$ cat src/rtl/con_rx_pkg.sv
package con_rx_pkg;

   // Register picked by the select address bit.
   typedef enum logic {
      REG_STATUS = 1'b0,
      REG_DATA   = 1'b1
   } reg_sel_e;

   // Decoded access for one cycle.
   typedef struct packed {
      logic rd_status;
      logic rd_data;
      logic wr_status;
   } acc_s;

endpackage

$ cat src/rtl/con_rx_decode.sv
module con_rx_decode
   import con_rx_pkg::*;
#(
   parameter int ADDR_W  = 3,
   parameter int BE_W    = 2,
   parameter int SEL_BIT = 1,
   parameter int IE_BIT  = 6
) (
   input  logic              sel,
   input  logic              wr,
   input  logic [ADDR_W-1:0] addr,
   input  logic [BE_W-1:0]   be,
   output acc_s              acc
);

   localparam int IE_LANE = IE_BIT / 8;

   if (SEL_BIT >= ADDR_W) begin : g_bad_sel
      $error("con_rx_decode: SEL_BIT outside the address");
   end
   if (IE_LANE >= BE_W) begin : g_bad_lane
      $error("con_rx_decode: enable bit outside the byte lanes");
   end

   reg_sel_e          which;
   logic [BE_W-1:0]   lane_wr;
   logic              unused_addr;

   assign which       = reg_sel_e'(addr[SEL_BIT]);
   assign unused_addr = ^addr;

   for (genvar g = 0; g < BE_W; g++) begin : g_lane
      assign lane_wr[g] = sel & wr & be[g] & (which == REG_STATUS);
   end

   // Only the lane that holds the enable bit carries a status write.
   assign acc.wr_status = lane_wr[IE_LANE];
   assign acc.rd_status = sel & ~wr & (which == REG_STATUS);
   assign acc.rd_data   = sel & ~wr & (which == REG_DATA);

endmodule

$ cat src/rtl/con_rx_flags.sv
module con_rx_flags (
   input  logic clk,
   input  logic rst_n,
   input  logic wr_status,
   input  logic wr_ie,
   input  logic rd_data,
   input  logic rx_take,
   output logic done,
   output logic ie,
   output logic irq
);

   logic ie_n;
   logic done_n;
   logic irq_n;

   always_comb begin
      ie_n   = wr_status ? wr_ie : ie;
      // An arrival beats the clearing action of a same-cycle buffer read.
      done_n = rx_take | (done & ~rd_data);
      irq_n  = irq;
      if (wr_status && !wr_ie)
         irq_n = 1'b0;
      else if (rx_take)
         irq_n = ie_n | irq;
      else if (wr_status && wr_ie && done && !ie)
         irq_n = 1'b1;
      else if (rd_data)
         irq_n = 1'b0;
   end

   always_ff @(posedge clk or negedge rst_n) begin
      if (!rst_n) begin
         done <= 1'b0;
         ie   <= 1'b0;
         irq  <= 1'b0;
      end else begin
         done <= done_n;
         ie   <= ie_n;
         irq  <= irq_n;
      end
   end

endmodule

$ cat src/rtl/con_rx_buffer.sv
module con_rx_buffer #(
   parameter int CHAR_W = 8,
   parameter int BUS_W  = 16
) (
   input  logic              clk,
   input  logic              rst_n,
   input  logic              rx_take,
   input  logic              rx_break,
   input  logic [CHAR_W-1:0] rx_char,
   output logic [CHAR_W-1:0] char_q,
   output logic [BUS_W-1:0]  word
);

   if (CHAR_W > BUS_W) begin : g_bad_w
      $error("con_rx_buffer: character wider than the bus");
   end

   always_ff @(posedge clk or negedge rst_n) begin
      if (!rst_n)
         char_q <= '0;
      else if (rx_take)
         char_q <= rx_break ? '0 : rx_char;
   end

   if (CHAR_W == BUS_W) begin : g_full
      assign word = char_q;
   end else begin : g_ext
      assign word = {{(BUS_W-CHAR_W){1'b0}}, char_q};
   end

endmodule

$ cat src/rtl/con_rx_regs.sv
module con_rx_regs
   import con_rx_pkg::*;
#(
   parameter int BUS_W    = 16,
   parameter int CHAR_W   = 8,
   parameter int ADDR_W   = 3,
   parameter int SEL_BIT  = 1,
   parameter int DONE_BIT = 7,
   parameter int IE_BIT   = 6
) (
   input  logic                 clk,
   input  logic                 rst_n,
   input  logic                 bus_sel,
   input  logic                 bus_wr,
   input  logic [ADDR_W-1:0]    bus_addr,
   input  logic [BUS_W/8-1:0]   bus_be,
   input  logic [BUS_W-1:0]     bus_wdata,
   output logic [BUS_W-1:0]     bus_rdata,
   input  logic                 rx_strobe,
   input  logic                 rx_break,
   input  logic [CHAR_W-1:0]    rx_char,
   output logic                 irq
);

   localparam int BE_W = BUS_W / 8;

   if (BUS_W % 8 != 0) begin : g_bad_bus
      $error("con_rx_regs: bus width must be whole bytes");
   end
   if (DONE_BIT == IE_BIT || DONE_BIT >= BUS_W || IE_BIT >= BUS_W) begin : g_bad_bits
      $error("con_rx_regs: bad status bit positions");
   end

   acc_s              acc;
   logic              rd_status;
   logic              rd_data;
   logic              wr_status;
   logic              done_q;
   logic              ie_q;
   logic [CHAR_W-1:0] char_q;
   logic [BUS_W-1:0]  data_word;
   logic [BUS_W-1:0]  status_word;
   logic              unused_wdata;

   assign unused_wdata = ^bus_wdata;

   con_rx_decode #(
      .ADDR_W (ADDR_W),
      .BE_W   (BE_W),
      .SEL_BIT(SEL_BIT),
      .IE_BIT (IE_BIT)
   ) u_decode (
      .sel (bus_sel),
      .wr  (bus_wr),
      .addr(bus_addr),
      .be  (bus_be),
      .acc (acc)
   );

   assign rd_status = acc.rd_status;
   assign rd_data   = acc.rd_data;
   assign wr_status = acc.wr_status;

   con_rx_flags u_flags (
      .clk      (clk),
      .rst_n    (rst_n),
      .wr_status(wr_status),
      .wr_ie    (bus_wdata[IE_BIT]),
      .rd_data  (rd_data),
      .rx_take  (rx_strobe),
      .done     (done_q),
      .ie       (ie_q),
      .irq      (irq)
   );

   con_rx_buffer #(
      .CHAR_W(CHAR_W),
      .BUS_W (BUS_W)
   ) u_buffer (
      .clk     (clk),
      .rst_n   (rst_n),
      .rx_take (rx_strobe),
      .rx_break(rx_break),
      .rx_char (rx_char),
      .char_q  (char_q),
      .word    (data_word)
   );

   always_comb begin
      status_word           = '0;
      status_word[DONE_BIT] = done_q;
      status_word[IE_BIT]   = ie_q;
   end

   always_comb begin
      bus_rdata = '0;
      if (rd_status)
         bus_rdata = status_word;
      else if (rd_data)
         bus_rdata = data_word;
   end

endmodule

$ cat config.mk
export PLATFORM = sky130hd
export DESIGN_NAME = con_rx_regs
export DESIGN_NICKNAME = d
export VERILOG_FILES = /design/src/rtl/con_rx_pkg.sv /design/src/rtl/con_rx_decode.sv /design/src/rtl/con_rx_flags.sv /design/src/rtl/con_rx_buffer.sv /design/src/rtl/con_rx_regs.sv
export SDC_FILE = /design/constraint.sdc
export NUM_CORES = 1
export LEC_CHECK = 0
export BUFFER_PORTS_ARGS = -buffer_cell sky130_fd_sc_hd__buf_2
export CORE_MARGIN = 2
export CORE_UTILIZATION = 36
export CTS_CLUSTER_DIAMETER = 100
export DETAILED_ROUTE_END_ITERATION = 10
export GPL_TIMING_DRIVEN = 0
export PLACE_DENSITY_LB_ADDON = 0.1
export SLEW_MARGIN = 20
export SYNTH_ARGS = -nofsm -noshare
export SYNTH_HDL_FRONTEND = slang
export SYNTH_SLANG_ARGS = --single-unit
$ cat constraint.sdc
create_clock -name clk -period 0.9 [get_ports clk]
set_input_delay 0.135 -clock clk [delete_from_list [all_inputs] [get_ports clk]]
set_output_delay 0.135 -clock clk [all_outputs]
set_load 0.005 [all_outputs]
==> flow_summary.yaml <==
yosys:
  ys_seq_elements: 11
  ys_seq_area_frac: 0.4574
  netlist-cell-type-count: 18
  yosys_warnings: 0
  synthesized_cell_area_um2: 601.8
  synthesis.instances: 67
  avgSynthCellArea_um2: 8.982
drt:
  wire_per_inst_um: 9.339
  ant_nets: 0
  wirelength_um: 1186
  route.vias.total: 543
  route.detailed.vias_per_inst: 4.276
  number_of_detailed_routing_iterations_run_before_antenna_repair: 4
  drc: 0
  drt_iter0_drc: 5
clock_network:
  worst_skew_pair.late_latency_ns: 0.26
  htree_levels: 1
  cts_max_path_buffers: 2
  cts_num_sinks: 11
  cts.root.buffer_cell: "clkbuf_4"
  cts.clk_slew.worst_paths_ns: 0.07
  tritoncts.num_buffers: 3
  tritoncts: "done"
setup_path:
  flop2flop_setup_slack_ns: -0.08
  timing_worst_setup_path_type: "reg2out"
  worst_ep_required_time_ns: 0.76
  setup_crit_start_kind: "flip-flop"
  reg2reg_to: "u_flags.irq"
  crit-reg2reg-launch: "u_flags.done"
  logic_depth_of_the_worst_register_to_register_path: 4
  setup.worst_path.end_class: "primary output"
  worstPathMaxFanout: 2
  worst_ep_arrival_time_ns: 0.98
timing:
  grt_setup_unrepaired: "yes"
  finalCritPeriodShare: 1.238
  setup_violations: 10
  timing.clock.skew_ns: 0.0006243
  report.final.hold_viol_count: 0
  final_period_demand_of_the_worst_path_ns: 1.114
  setup_slack_ns: -0.2142
  clock.fmax_mhz: 897.5
  setup_total_negative_slack_ns: -0.9141
  maxSlewViolCount: 0
die:
  io-pin-count: 52
  die-area_mm2: 0.002015
  rows: 14
  die_h_um: 44.89
  die_width_um: 44.89
  initial_core_util: 0.3904
  core_mm2: 0.001541
global_routing:
  wire_length_of_the_first_global_routing_pass_um: 1759
  grt-ovfl-total: 0
  grt_pass1_vias: 441
  grt_max_degree: 12
  grt_antenna_before_repair: 0
  gr-usage-all-layers: 0.1213
finish:
  layoutNonFillerInstCount: 127
  diodes: 0
  drive_gt1_frac: 0.4775
  most_common_library_cell_in_the_layout_ignoring_fill_and_taps: "buf_2"
  layout.cells.most_common_list: "26 x buf_2, 14 x buf_4, 11 x dfrtp_1"
  nets: 147
  finalCoreUtilization: 0.5649
  area_growth_syn_to_layout_pct: 44.70
pwr:
  ir_drop_mv: 0.6682
  power_density_mw_per_mm2: 1320
  total_leakage_power_nw: 0.4830
place:
  dp_slack_ns: -0.1518
  dp_cells: 115
  post_detail_place_hpwl_um: 903.4
  finalWeightedCongestion: 0.6923
  portBuffers: 25
min_path:
  holdCritStartpoint: "rx_char[7]"
  min_to: "u_buffer.char_q[7]"
  hold_path_class: "in2reg"
  worstHoldPathCells: 3
status:
  status: "finished with violations"
  failed_checks: "negative setup slack"
run:
  cap_viol_max_count: 0
==> state kept, by name, indices dropped and copies added, names as in the netlist <==
| signal | count |
|---|---|
| u_flags.ie | 1 |
| u_buffer.char_q | 8 |
| u_flags.irq | 1 |
| u_flags.done | 1 |
==> cell usage after synthesis <==
master    instances  share of area
nand3b_1          4          0.050
conb_1            1         0.0062
a31oi_1           1          0.010
buf_4             8           0.10
dfrtp_1          11           0.46
nor2b_1           1          0.010
and2b_1           1          0.012
nand4b_4          1          0.039
o21ai_0           9          0.075
nor2_1            9          0.056
buf_2             1         0.0083
mux2_2            1          0.019
nand2b_1          1          0.010
nand2_1           6          0.037
a21o_1            1          0.012
o21bai_1          1          0.012
mux2i_1           2          0.033
inv_1             8          0.050
==> power breakdown <==
group,total (mW),switching (mW),internal [mW]
Clock,0.329,0.158,0.171
Combinational,0.256,0.111,0.145
Sequential,0.564,0.0245,0.539
==> metrics by stage <==
stage | cell area, µm² | hold slack, ns | total power, mW
floorplan | 628.1 | -0.1606 | 0.6861
global placement | 773.2 | 0.01552 | 0.7722
detailed placement | 773.2 | 0.01842 | 0.7767
CTS | 847.1 | 0.07057 | 1.141
global route | 870.8 | 0.07702 | 1.214
finish | 870.8 | 0.07385 | 1.150
==> area by class of cell <==
type                    instances  area, µm²
repair buffers                 33      191.4
clock buffers                   4      26.28
inverters                       8      30.03
fillers                       159      670.6
well taps                      16      20.02
multi-input cells              46      262.8
flip-flops and latches         11      275.3
plain buffers                   9      65.06
==> cells by family after synthesis <==
family	share of synthesized area
mux	0.05198
buf+inv	0.1580
simple gates	0.2162
compound gates	0.1102
other cells	0.006231
flops	0.4574
==> worst max path at each step <==
stage | from | endpoint | slack (ns) | cells past startpoint
after global placement | bus_wr | bus_rdata[4] | -0.15 | 4
after detailed placement | bus_wr | bus_rdata[1] | -0.15 | 4
after global routing | u_flags.done | bus_rdata[7] | -0.25 | 3
after floorplan | u_flags.done | u_flags.irq | 0.10 | 3
after CTS | u_buffer.char_q[6] | bus_rdata[6] | -0.19 | 3
final | u_flags.ie | bus_rdata[6] | -0.21 | 3
==> repair_timing <==
action / in CTS / in global routing
hold buffers: 1 / 0
gates cloned: 0 / 0
pin swaps: 7 / 4
endpoints found under the setup margin: 9 / 11
buffers inserted: 5 / 3
endpoints found under the hold margin: 11 / 0
resized for setup: 0 / 8
==> layer usage <==
layer / track usage / wire length [µm] / part of all wire
met1: 0.1570 / 570 / 0.48
met2: 0.1971 / 499 / 0.42
met3: 0.02400 / 110 / 0.093
met4: 0.05294 / 5 / 0.0042
met5: 0 / 0 / 0
==> critical path, cell delays in order, from the launching register on <==
cell and delay [ns]:
dfrtp_1 0.40, mux2i_1 0.14, nor2_1 0.06, buf_2 0.12
No activity file was read; power rests on OpenSTA's default activity.
